==> src/rtl/flash_cmd_decoder.sv <==
module flash_cmd_decoder #(
  parameter int AW = 17,
  parameter logic [7:0] MFR_ID = 8'hC2,
  parameter logic [7:0] DEV_ID = 8'h1A
) (
  input  logic          clk,
  input  logic          rst_n,
  input  logic          ce_n,
  input  logic          oe_n,
  input  logic          we_n,
  input  logic [AW-1:0] addr,
  input  logic [7:0]    din,
  output logic [7:0]    dout,
  output logic          dout_en,
  output logic [1:0]    rd_mode,
  output logic [AW-1:0] arr_addr,
  input  logic [7:0]    arr_data,
  input  logic          busy,
  output logic          prog_go,
  output logic          chip_erase_go,
  output logic          block_erase_go,
  output logic          op_auto,
  output logic [AW-1:0] op_addr,
  output logic [7:0]    op_data
);
  localparam logic [1:0] M_ARRAY = 2'd0, M_ID = 2'd1, M_VERIFY = 2'd2;

  logic          wr_q;
  logic [AW-1:0] a_lat, v_addr;
  logic [7:0]    d_lat, pend_code;
  logic          pend_v;

  wire wr_act = !ce_n && !we_n;
  wire w_beg  = wr_act && !wr_q;
  wire w_end  = wr_q && !wr_act;

  assign dout_en  = !ce_n && !oe_n && we_n;
  assign arr_addr = (rd_mode == M_VERIFY) ? v_addr : addr;
  assign dout     = (rd_mode == M_ID) ? (addr[0] ? DEV_ID : MFR_ID) : arr_data;

  always_ff @(posedge clk) begin
    if (!rst_n) begin
      wr_q <= 1'b0;
      a_lat <= '0;
      d_lat <= '0;
      v_addr <= '0;
      rd_mode <= M_ARRAY;
      pend_v <= 1'b0;
      pend_code <= '0;
      prog_go <= 1'b0;
      chip_erase_go <= 1'b0;
      block_erase_go <= 1'b0;
      op_auto <= 1'b0;
      op_addr <= '0;
      op_data <= '0;
    end else begin
      wr_q <= wr_act;
      if (w_beg) a_lat <= addr;
      if (wr_act) d_lat <= din;
      prog_go <= 1'b0;
      chip_erase_go <= 1'b0;
      block_erase_go <= 1'b0;
      if (w_end) begin
        if (busy) begin
          if (pend_v && pend_code == 8'hFF && d_lat == 8'hFF) begin
            rd_mode <= M_ARRAY;
            pend_v <= 1'b0;
          end else begin
            pend_v <= (d_lat == 8'hFF);
            pend_code <= d_lat;
          end
        end else if (pend_v) begin
          pend_v <= 1'b0;
          rd_mode <= M_ARRAY;
          case (pend_code)
            8'h40: begin
              prog_go <= 1'b1;
              op_auto <= 1'b1;
              op_addr <= a_lat;
              op_data <= d_lat;
            end
            8'h30: if (d_lat == 8'h30) begin
              chip_erase_go <= 1'b1;
              op_auto <= 1'b1;
            end
            8'h20: begin
              if (d_lat == 8'h20) begin
                chip_erase_go <= 1'b1;
                op_auto <= 1'b0;
              end else if (d_lat == 8'hD0) begin
                block_erase_go <= 1'b1;
                op_auto <= 1'b1;
                op_addr <= a_lat;
              end
            end
            8'h60: if (d_lat == 8'h60) begin
              block_erase_go <= 1'b1;
              op_auto <= 1'b0;
              op_addr <= a_lat;
            end
            default: ;
          endcase
        end else begin
          case (d_lat)
            8'h00: rd_mode <= M_ARRAY;
            8'h90: rd_mode <= M_ID;
            8'hA0: begin
              rd_mode <= M_VERIFY;
              v_addr <= a_lat;
            end
            8'h40, 8'h30, 8'h20, 8'h60, 8'hFF: begin
              pend_v <= 1'b1;
              pend_code <= d_lat;
            end
            default: ;
          endcase
        end
      end
    end
  end
endmodule


==> config.mk <==
export PLATFORM = sky130hd
export DESIGN_NAME = flash_cmd_decoder
export DESIGN_NICKNAME = d
export VERILOG_FILES = /design/src/rtl/flash_cmd_decoder.sv
export SDC_FILE = /design/constraint.sdc
export NUM_CORES = 1
export LEC_CHECK = 0
export BUFFER_PORTS_ARGS = -buffer_cell sky130_fd_sc_hd__buf_2
export CAP_MARGIN = 20
export CORE_AREA = 2 2 86 88
export CTS_CLUSTER_SIZE = 24
export DETAILED_ROUTE_END_ITERATION = 7
export DIE_AREA = 0 0 88 90
export PLACE_DENSITY_LB_ADDON = 0.12
export SYNTH_ARGS = -nofsm -noshare
export SYNTH_HDL_FRONTEND = slang
export SYNTH_SLANG_ARGS = --single-unit
==> constraint.sdc <==
create_clock -name clk -period 3 [get_ports clk]
set_clock_uncertainty 0.15 [all_clocks]
set_input_delay 0.15 -clock clk [delete_from_list [all_inputs] [get_ports clk]]
set_output_delay 0.15 -clock clk [all_outputs]
set_load 0.05 [all_outputs]
Yosys cells after proc, flatten, opt, wreduce, memory -nomap -nowiden
Index checks and enable logic that the tools add are counted.
{"block": "word_totals", "memories": 0, "ramBits": 0, "reg_bits": 83, "inputBits": 39, "wordCells": 97, "rom_bits": 0, "latch_bits": 0}
{"block": "op_classes", "order_cmp": 0, "n_bitwise": 4, "reduce_logical": 25, "add_sub_neg": 0, "n_mul": 0, "shift": 0, "n_eq_ne": 23, "muxes": 32, "div": 0}
{"cell": "2-to-1 mux 17 bit", "count": 4}
{"cell": "one-hot mux 17 bit (3 select lines)", "count": 1}
{"cell": "2-to-1 mux 8 bit", "count": 6}
{"cell": "== test 8 bit, second input constant", "count": 5}
{"cell": "== test 8 x 6 -> 1 bit, second input constant", "count": 4}
{"cell": "== test 8 x 7 -> 1 bit, second input constant", "count": 4}
{"cell": "2-to-1 mux 1 bit", "count": 14}
{"cell": "AND reduction 7 bit", "count": 2}
{"cell": "inequality test 2 bit, second input constant", "count": 6}
{"cell": "AND reduction 4 bit", "count": 3}
{"cell": "logical NOT 8 bit", "count": 1}
{"cell": "logical AND 1 bit", "count": 7}
{"cell": "2-to-1 mux 2 bit", "count": 3}
{"cell": "one-hot mux 2 bit (3 select lines)", "count": 1}
{"cell": "logical NOT 1 bit", "count": 5}
{"cell": "nonzero test 5 bit", "count": 1}
{"cell": "OR reduction 5 bit", "count": 1}
{"cell": "NOT 1 bit", "count": 4}
{"cell": "one-hot mux 1 bit (2 select lines)", "count": 2}
{"cell": "one-hot mux 1 bit (4 select lines)", "count": 1}
{"cell": "nonzero test 4 bit", "count": 1}
{"cell": "OR reduction 4 bit", "count": 1}
{"cell": "inequality test 3 bit, second input constant", "count": 1}
{"cell": "AND reduction 3 bit", "count": 1}
{"cell": "5 further kinds", "count": 5}

Longest topological paths before layout
Gate-level depths: netlist of run 1.
{"block": "logic_depth", "ltp_word": 6, "mapped_depth": 8, "ltp_nobuf": 5}

Worst setup path before layout of run 1
OpenSTA, ideal clock, no wires.
{"block": "synth_path", "kind": "flip-flop to flip-flop", "startpoint": "reg pend_code[1]", "endpoint": "reg op_addr[10]", "arrival_time_ps": 2140, "synth_period_minus_slack_ps": 2418, "path_buffers": 2, "stages_incl_launch_ff": 8, "setup_slack_ps": 582, "setup_ps": 128, "path_cell_list": "dfxtp_1 or4_4 or4_4 nor4_2 buf_6 buf_12 mux2i_1 nor2_1"}
{"block": "synth_via", "elab_chain_len": 3, "elab_cells_between_ends": 9, "cone_classes": "6 x eq/ne; 1 x mux; 2 x reduce/logical"}
{"item": "from (decl)", "line_no": "30", "source": "logic [7:0] d_lat, pend_code;"}
{"item": "from (signal assigned)", "line_no": "70", "source": "pend_code <= d_lat;"}
{"item": "from (signal assigned)", "line_no": "113", "source": "pend_code <= d_lat;"}
{"item": "== test 8 x 6 -> 1 bit or == test 8 x 7 -> 1 bit (tied branches)", "line_no": "75", "source": "case (pend_code)"}
{"item": "inequality test 2 bit (no source line) or nonzero test 3 bit (tied branches)"}
{"item": "AND reduction 7 bit (no source line)"}
{"item": "to (signal assigned)", "line_no": "79", "source": "op_addr <= a_lat;"}
{"item": "to (signal assigned)", "line_no": "93", "source": "op_addr <= a_lat;"}
{"item": "to (signal assigned)", "line_no": "99", "source": "op_addr <= a_lat;"}
{"item": "to (decl)", "line_no": "23", "source": "output logic [AW-1:0] op_addr,"}
Several ways; a longest one is shown, not always the timed one.
A chain may end at the register's enable or synchronous reset.

Worst setup path in the final report of run 1
Ends and elaborated chain as after synthesis.

==> results of run 1 <==
[stage by stage]
step,worst slack [ns],utilization (%),area [um^2]
detailed placement,0.456,58.4,4100
global placement,0.516,58.4,4100
floorplan,0.582,-,3570
finish,0.474,65.2,4580
global route,0.332,65.2,4580
CTS,0.448,65.2,4580
[metal layers]
| metal | vias to the layer above | part of all wire, % |
|---|---|---|
| li1 | 1584 | - |
| met1 | 1475 | 46 |
| met2 | 97 | 47 |
| met3 | 15 | 5.3 |
| met4 | 0 | 1.8 |
| met5 | - | 0 |
[Yosys cell counts, types with 3 or more instances]
cell type	count	area share (%)
nor2_1	51	5.4
clkbuf_1	20	2.1
dfxtp_1	83	47
and2_1	3	0.53
o21ai_0	5	0.70
nand2b_1	5	0.88
mux2i_1	50	14
or4_4	3	0.95
mux2_2	17	5.4
nand4_1	3	0.53
inv_1	3	0.32
nand2_1	81	8.5
nor3_1	5	0.70
a21oi_1	29	4.1
nand3_1	4	0.56
[state kept, by name (all words and copies together), names as in the netlist]
register,count
prog_go,1
v_addr,17
wr_q,1
op_data,8
chip_erase_go,1
pend_code,8
a_lat,17
op_addr,17
block_erase_go,1
d_lat,8
op_auto,1
rd_mode,2
pend_v,1
[power by group]
group / total (uW) / switching, uW / internal (uW)
registers: 1140 / 20.7 / 1120
clock network: 904 / 412 / 492
logic: 244 / 152 / 91.8
[worst register-to-register path, stage by stage, from the launching register on]
cell and delay (ns):
dfxtp_1 0.33, or4_4 0.54, or4_4 0.56, nor4_4 0.27
buf_4 0.27, mux2i_1 0.24, nor2_1 0.05
[worst max-delay path by stage]
stage                            start           to  slack, ns  depth (start not counted)
after CTS                 pend_code[1]  op_addr[10]       0.45                          6
after global placement    pend_code[1]   op_addr[9]       0.52                          6
after global routing      pend_code[1]      op_auto       0.33                          5
after floorplan           pend_code[1]  op_addr[10]       0.58                          7
after detailed placement  pend_code[1]  op_addr[10]       0.46                          6
final                     pend_code[1]  op_addr[10]       0.47                          6
[logic make-up after synthesis]
family / after synthesis / synth area share (%)
DFF: 83 / 46.6
AOI/OAI and AO/OA: 47 / 7.93
xor gates and xnor gates: 2 / 0.491
and+or+nand+nor: 171 / 21.5
buffers and inverters: 30 / 4.10
muxes: 67 / 19.4
[layout make-up]
cell class | instances | area share, %
flip-flops and latches | 83 | 36.3
inverters | 4 | 0.328
well taps | 99 | 2.70
repair buffers | 128 | 17.2
clock inverters | 6 | 1.94
multi-input cells | 287 | 38.6
clock buffers | 10 | 3.01
[repair_timing]
| action | in CTS | in global routing |
|---|---|---|
| gates resized for setup | 0 | 0 |
| hold buffers | 25 | 0 |
| endpoints found under the hold margin | 25 | 0 |
==> impl_metrics.env, run 1 <==
export IMPL_clk_pin_slew_ns=0.09
export IMPL_min_path_type="in -> reg"
export IMPL_die_w_um=88
export IMPL_wl_mm=8.38
export IMPL_grt_pass1_vias=3112
export IMPL_gr_total_overflow=0
export IMPL_min_path_cells=3
export IMPL_area_delta_synth_final_pct=28.4
export IMPL_grt_pass1_wl_mm=14.3
export IMPL_viasPerCell=5.14
export IMPL_relSlewSlack_pct=52.2
export IMPL_vias=3171
export IMPL_netlist_instances=400
export IMPL_synth_seq_cells=83
export IMPL_grt_max_degree=42
export IMPL_place_gp_congestion=0.900
export IMPL_design_core_area_mm2=0.00702
export IMPL_post_dp_hpwl_mm=5.56
export IMPL_io_pins=96
export IMPL_use_met1_pct=30.5
export IMPL_final_hold_viol_count=0
export IMPL_power_total_uw=2290
export IMPL_cts_tree="built"
export IMPL_final_common_cell="buf_2"
export IMPL_syn_avg_cell_area_um2=8.91
export IMPL_path_cells="or4_4 -> or4_4 -> nor4_4 -> buf_4 -> mux2i_1 -> nor2_1"
export IMPL_fill_cells=600
export IMPL_io_buffers=95
export IMPL_drive_gt1_share_pct=28.0
export IMPL_tritoncts_num_buffers=9
export IMPL_antenna_left=0
export IMPL_peakVddDrop_mv=0.264
export IMPL_critPathTopFamily="simple AND/OR/NAND/NOR gates"
export IMPL_critical_path_arrival_ns=2.60
export IMPL_h_tree_depth=3
export IMPL_synth_yosys_seq_area_share_pct=46.6
export IMPL_rows=31
export IMPL_cts_buffer_depth=2
export IMPL_regArea_mm2=0.00166
export IMPL_grt_usage_pct=22.5
export IMPL_crit_path_frequent_cell="or4_4"
export IMPL_fmax_mhz=396
export IMPL_cellLeakagePower_uw=0.00210
export IMPL_initial_utilization_pct=50.8
export IMPL_final_cell_mix="buf_2 (95), dfxtp_1 (83), nand2_1 (81)"
export IMPL_crit_required_ns=3.08
export IMPL_hp_start="rst_n"
export IMPL_synth_nets=439
export IMPL_cap_viol_max_count=0
export IMPL_instances_no_fill=617
export IMPL_synth_edf_count=0
export IMPL_first_pass_iters=4
export IMPL_r2r_end="op_addr[10]"
export IMPL_antenna_found_initial=0
export IMPL_yosysWarnings=0
export IMPL_rsz0062_at_grt="false"
export IMPL_grtUsageMet2_pct=35.4
export IMPL_routedWlPerCell_um=13.6
export IMPL_root_buffer="clkbuf_8"
export IMPL_finalCritPeriodShare_pct=84.2
export IMPL_multiInputGateArea_mm2=0.00177
export IMPL_antenna_cells=0
export IMPL_maxSlewViolCount=0
export IMPL_die_height_um=90
export IMPL_syn_area_mm2=0.00357
export IMPL_drt_iter0_drc=166
export IMPL_r2r_start="pend_code[1]"
export IMPL_crit_buf_inv=1
export IMPL_slowest_delay_ns=0.56
export IMPL_tns_ns=0
export IMPL_grt_busiest_layer="met2"
export IMPL_cp_max_fo=9
export IMPL_finalSetupViolCount=0
export IMPL_fp_dieArea_mm2=0.00792
export IMPL_rrSetupSlack_ns=0.47
export IMPL_clock_sinks=83
export IMPL_min_period_ns=2.53
export IMPL_min_to="pend_code[6]"
export IMPL_cp_slowest_cell="or4_4"
export IMPL_hold_slack_ns=0.0658
export IMPL_tightest_slew_ns=0.717
export IMPL_powerDensity_mw_per_mm2=499
export IMPL_path_class="reg -> reg"
export IMPL_grt_util_met3_pct=3.86
export IMPL_nets=552
export IMPL_clk_insertion_delay_late_ns=0.35
export IMPL_cp_start_kind="flip-flop"
export IMPL_ys_flop_type="dfxtp_1"
export IMPL_synth_cell_types=46
export IMPL_rr_worst_depth=6
export IMPL_drc=0
export IMPL_status="complete, no violations"
export IMPL_critPathCaptureType="flip-flop"
export IMPL_post_cts_setup_buffers=0
export IMPL_dpl_cell_count=576
export IMPL_async_flop_share_pct=0
Note: power is estimated with default switching activity, not from simulation.
==> inputs of run 2 (changes only) <==
Settings changed: ABC_AREA set to 1, CORE_AREA 2 2 86 88 to 2 2 91 93, DIE_AREA 0 0 88 90 to 0 0 93 95.
Clock period 3 ns to 2.2 ns, I/O delays scaled along.
==> run 2 against run 1 <==
Compared with the run above:
- critical path depth is the same
- register-to-register slack lost 0.26 ns
- sequential power grew 37%
- first-iteration DRC count decreased by 19%
- wire length grew 8.3%
- hold slack worse by 0.045 ns
- die area is 12% higher
- sequential cell count unchanged
- power increased by 35%
==> impl_metrics.env, run 2 <==
export IMPL_antenna_cells=0
export IMPL_yosysWarnings=0
export IMPL_yosys_top_cells_count="dfxtp_1 (83), a21oi_1 (79), nand2_1 (72)"
export IMPL_vias=3568
export IMPL_cap_viol_max_count=0
export IMPL_syn_avg_cell_area_um2=7.60
export IMPL_worst_slack_ns=0.124
export IMPL_synthSimpleGateAreaFrac_pct=20.8
export IMPL_gr_total_overflow=0
export IMPL_synth_nets=512
export IMPL_place_gp_congestion=0.872
export IMPL_synth_edf_count=0
export IMPL_clk_pin_slew_ns=0.08
export IMPL_peakVddDrop_mv=0.488
export IMPL_antenna_found_initial=0
export IMPL_synth_top_area_share_pct=46.2
export IMPL_root_buffer="clkbuf_8"
export IMPL_synth_yosys_seq_area_share_pct=46.2
export IMPL_drive_gt1_share_pct=26.7
export IMPL_clk_insertion_delay_late_ns=0.35
export IMPL_dpl_cell_area_mm2=0.00417
export IMPL_rows=33
export IMPL_wl_mm=9.07
export IMPL_path_cells="inv_1 -> nor2_1 -> inv_1 -> or2_2 -> nand2_1 -> buf_2"
export IMPL_synth_compound_area_share_pct=19.4
export IMPL_cp_max_fo=6
export IMPL_min_period_ns=2.08
export IMPL_final_hold_viol_count=0
export IMPL_status="complete, no violations"
export IMPL_die_height_um=95
export IMPL_cp_start_kind="flip-flop"
export IMPL_synth_top_cell_by_area="dfxtp_1"
export IMPL_synth_xor_area_share_pct=0
export IMPL_post_dp_hpwl_mm=6.12
export IMPL_synth_mux_area_fraction_pct=5.33
export IMPL_grt_pass1_wl_mm=14.5
export IMPL_final_cell_mix="buf_2 (95), dfxtp_1 (83), a21oi_1 (79)"
export IMPL_routedWlPerCell_um=12.9
export IMPL_reg_top3="a_lat: 17 flops, op_addr: 17 flops, v_addr: 17 flops"
export IMPL_initial_utilization_pct=45.3
export IMPL_io_pins=96
export IMPL_powerDensity_mw_per_mm2=659
export IMPL_ys_flop_type="dfxtp_1"
export IMPL_h_tree_depth=3
export IMPL_grt_max_degree=46
export IMPL_r2r_start="d_lat[5]"
export IMPL_relSlewSlack_pct=38.0
export IMPL_synth_seq_cells=83
export IMPL_die_w_um=93
export IMPL_clock_sinks=83
export IMPL_rsz0062_at_grt="false"
export IMPL_grt_usage_pct=20.7
export IMPL_crit_required_ns=1.94
export IMPL_critPathTopFamily="simple AND/OR/NAND/NOR gates"
export IMPL_min_path_type="in -> reg"
export IMPL_dpl_worst_slack_ns=0.191
export IMPL_area_delta_synth_final_pct=30.0
export IMPL_slowest_delay_ns=0.36
export IMPL_maxSlewViolCount=0
export IMPL_async_flop_share_pct=0
export IMPL_yosysMostFrequentCell="dfxtp_1"
export IMPL_critPathCaptureType="primary output"
export IMPL_finalSetupViolCount=0
export IMPL_power_total_uw=3080
export IMPL_synth_top_family_by_area="simple AND/OR/NAND/NOR gates"
export IMPL_grt_pass1_vias=3069
export IMPL_cp_startpoint="rd_mode[0]"
export IMPL_critical_path_arrival_ns=1.82
export IMPL_stdcell_area_mm2=0.00467
export IMPL_cp_slowest_cell="dfxtp_1"
export IMPL_crit_path_frequent_cell="inv_1"
export IMPL_final_common_cell="buf_2"
export IMPL_final_util_pct=59.0
export IMPL_io_buffers=95
export IMPL_tritoncts_num_buffers=9
export IMPL_drc=0
export IMPL_synth_adder_area_share_pct=0
export IMPL_first_pass_iters=4
export IMPL_cts_buffer_depth=2
export IMPL_antenna_left=0
export IMPL_tightest_slew_ns=0.929
export IMPL_tns_ns=0
export IMPL_fp_dieArea_mm2=0.00884
export IMPL_synth_cell_types=28
export IMPL_viasPerCell=5.07
export IMPL_drt_iter0_drc=134
export IMPL_nets=634
export IMPL_cts_tree="built"
export IMPL_cellLeakagePower_uw=0.00205
export IMPL_synthTopCellsByArea="dfxtp_1 (46%), a21oi_1 (11%), nand2_1 (7.5%), mux2_2 (5.3%), nand3_1 (4.9%)"
export IMPL_hp_start="rst_n"
export IMPL_fmax_mhz=482
export IMPL_fill_cells=772
export IMPL_syn_area_mm2=0.00359
export IMPL_crit_buf_inv=3
export IMPL_design_core_area_mm2=0.00793
export IMPL_netlist_instances=473
export IMPL_finalCritPeriodShare_pct=94.4
export IMPL_path_class="reg -> out"
[run 2: cell count changes after synthesis, moves of 4 or more]
| cell | delta |
|---|---|
| buf_2 | +4 |
| nand2b_1 | -5 |
| clkbuf_1 | -5 |
| a21oi_1 | +50 |
| o21ai_0 | +28 |
| nand3_1 | +31 |
| inv_1 | +37 |
| nand2_1 | -9 |
| mux2i_1 | -50 |
| inv_2 | +9 |
| nor2_1 | -14 |
| o21ai_1 | +18 |
[run 2: path summary, 6_finish.rpt]
path	endpoint	slack, ns	depth (start not counted)
worst max-delay path	dout[7]	0.12	6
worst min-delay path	a_lat[6]	0.02	3
worst max register to register	pend_code[0]	0.21	11
worst min register to register	op_addr[4]	0.32	2
[run 2: metal layers]
metal | share of wire (%) | wire (um) | vias up | GRT usage, %
li1 | - | - | 1822 | -
met1 | 47 | 4260 | 1630 | 28.3
met2 | 46 | 4190 | 108 | 33.5
met3 | 6.0 | 547 | 8 | 5.11
met4 | 0.80 | 73 | 0 | 4.17
met5 | 0 | 0 | - | 0
[run 2: final cells by class]
class | count | area, um^2 | area share, %
inverter | 50 | 188 | 4.01
clock inverter | 5 | 61.3 | 1.31
multi-input combinational | 317 | 1640 | 35.1
timing repair buffer | 134 | 853 | 18.3
clock buffer | 10 | 138 | 2.94
sequential | 83 | 1660 | 35.5
tap | 105 | 131 | 2.81
[run 2: metrics by stage]
| step | std cells | hold WS, ns |
|---|---|---|
| 5_1_grt | 704 | 0.0359 |
| 4_1_cts | 702 | 0.0200 |
| 3_3_place_gp | 658 | 0.249 |
| 2_1_floorplan | 473 | 0.151 |
| 6_report | 704 | 0.0205 |
| 3_5_place_dp | 658 | 0.247 |
[run 2: where the power goes]
part	leakage, uW	switching [uW]	internal [uW]	total, uW
sequential	0.000674	26.0	1540	1560
combinational	0.00128	268	144	412
clock	0.0000910	550	553	1100
[run 2: logic make-up (layout without fill, tap and decap cells)]
family,count (synthesis),in the layout
muxes,17,17
AOI/OAI and AO/OA,134,134
buffers and inverters,73,199
and+or+nand+nor,166,166
DFF,83,83
[run 2: repair_timing]
| item | CTS | global route |
|---|---|---|
| setup endpoints to repair | 0 | 8 |
| buffers inserted | 0 | 2 |
| hold buffers | 29 | 0 |
| endpoints found under the hold margin | 27 | 0 |
| gates resized for setup | 0 | 1 |
[run 2: tightest hold or removal path, delay by kind of cell]
kind            cells  cell delay (ns)
compound gates      2             0.16
buf+inv             1             0.20
==> inputs of run 3 (changes only) <==
Settings changed: PLACE_DENSITY set to 0.71, PLACE_DENSITY_LB_ADDON 0.12 to not set, REMOVE_ABC_BUFFERS set to 1.
==> run 3 against run 2 <==
Compared with the run above:
- sequential share of layout area up 0.10 points
- wire length down 0.88%
- die area stayed put
- critical path depth is 5 higher
- final cell count decreased by 0.14%
- clock power is 5% higher
- non-clock buffer count decreased by 2
- register-to-register slack got worse by 0.02 ns
- largest cell class unchanged
- largest power group unchanged
==> impl_metrics.env, run 3 (synthesis gave the netlist of run 2 again) <==
export IMPL_status="complete, no violations"
export IMPL_clock_sinks=83
export IMPL_cp_start_kind="flip-flop"
export IMPL_wl_mm=8.99
export IMPL_relSlewSlack_pct=58.2
export IMPL_final_cell_mix="buf_2 (95), dfxtp_1 (83), a21oi_1 (79)"
export IMPL_tritoncts_num_buffers=9
export IMPL_grt_usage_pct=20.5
export IMPL_grt_pass1_wl_mm=14.3
export IMPL_area_delta_synth_final_pct=29.7
export IMPL_viasPerCell=5.04
export IMPL_hold_slack_ns=0.0721
export IMPL_cts_buffer_depth=2
export IMPL_crit_required_ns=2.30
export IMPL_fill_cells=736
export IMPL_antenna_cells=0
export IMPL_final_hold_viol_count=0
export IMPL_cp_max_fo=16
export IMPL_powerDensity_mw_per_mm2=671
export IMPL_regArea_mm2=0.00166
export IMPL_drt_iter0_drc=253
export IMPL_clk_pin_slew_ns=0.09
export IMPL_rsz0062_at_grt="false"
export IMPL_h_tree_depth=3
export IMPL_root_buffer="clkbuf_8"
export IMPL_power_total_uw=3130
export IMPL_tns_ns=0
export IMPL_final_common_cell="buf_2"
export IMPL_fp_dieArea_mm2=0.00884
export IMPL_min_path_type="in -> reg"
export IMPL_cellLeakagePower_uw=0.00204
export IMPL_fmax_mhz=497
export IMPL_die_w_um=93
export IMPL_antenna_left=0
export IMPL_multiInputGateArea_mm2=0.00164
export IMPL_initial_utilization_pct=45.3
export IMPL_finalCritPeriodShare_pct=91.5
export IMPL_antenna_found_initial=0
export IMPL_first_pass_iters=5
export IMPL_die_height_um=95
export IMPL_instances_no_fill=703
export IMPL_nets=632
export IMPL_io_buffers=95
export IMPL_dpl_cell_count=659
export IMPL_drc=0
export IMPL_path_class="reg -> reg"
export IMPL_gr_total_overflow=0
export IMPL_reg_top3="a_lat: 17 flops, op_addr: 17 flops, v_addr: 17 flops"
export IMPL_rows=33
export IMPL_grt_pass1_vias=3070
export IMPL_maxSlewViolCount=0
export IMPL_cap_viol_max_count=0
export IMPL_clk_insertion_delay_late_ns=0.36
export IMPL_post_dp_hpwl_mm=6.04
export IMPL_grt_max_degree=62
export IMPL_io_pins=96
export IMPL_min_period_ns=2.01
export IMPL_tightest_slew_ns=0.626
export IMPL_stdcell_area_mm2=0.00466
export IMPL_critPathCaptureType="flip-flop"
export IMPL_routedWlPerCell_um=12.8
export IMPL_cts_tree="built"
export IMPL_drive_gt1_share_pct=27.1
export IMPL_peakVddDrop_mv=0.497
export IMPL_finalSetupViolCount=0
export IMPL_critical_path_arrival_ns=2.12
export IMPL_place_gp_congestion=0.850
export IMPL_design_core_area_mm2=0.00793
export IMPL_vias=3541
export IMPL_dpl_cell_area_mm2=0.00417
==> run 3: worst paths after layout <==
kind / from / end / slack [ns] / cells after the start
max: d_lat[6] / pend_code[3] / 0.19 / 11
min: we_n / wr_q / 0.07 / 5
max reg2reg: d_lat[6] / pend_code[3] / 0.19 / 11
min reg2reg: op_addr[5] / op_addr[5] / 0.32 / 2
==> run 3: routing by layer <==
layer  global-route usage [%]  routed length, um
met2                     33.5               4280
met1                     27.3               4160
met5                        0                  0
met3                     2.95                426
met4                     8.82                131
==> run 3: critical path, stage by stage (launching register included) <==
cell	delay (ns)
dfxtp_1	0.48
nand2_1	0.10
inv_2	0.07
nand2_1	0.04
nor2_1	0.18
nor2_1	0.07
nand3_1	0.09
nand2_1	0.06
nand2_1	0.39
nand3_1	0.14
nand2_1	0.09
nor2_1	0.04
==> run 3: what timing repair did <==
item,in CTS,in global routing
endpoints found under the setup margin,0,19
hold endpoints to repair,26,0
resized for setup,0,1
setup buffers,0,2
hold buffers,26,0
==> run 3: where the power goes <==
| group | switching, uW | internal (uW) |
|---|---|---|
| sequential | 28.0 | 1540 |
| clock | 588 | 567 |
| combinational | 263 | 144 |
| total | 879 | 2250 |
==> run 3: final cells by class <==
| cell class | count | share of cell area, % |
|---|---|---|
| sequential | 83 | 35.7 |
| clock inverter | 6 | 1.56 |
| multi-input combinational | 317 | 35.2 |
| tap | 105 | 2.82 |
| clock buffer | 10 | 2.95 |
| timing repair buffer | 132 | 17.8 |
| inverter | 50 | 4.03 |
==> run 3: per-stage QoR <==
stage | setup slack [ns] | utilization, %
final | 0.187 | 58.8
after detailed placement | 0.163 | 52.6
after global placement | 0.245 | 52.6
after floorplan | 0.208 | -
after global routing | 0.00564 | 58.8
after CTS | 0.0936 | 58.6
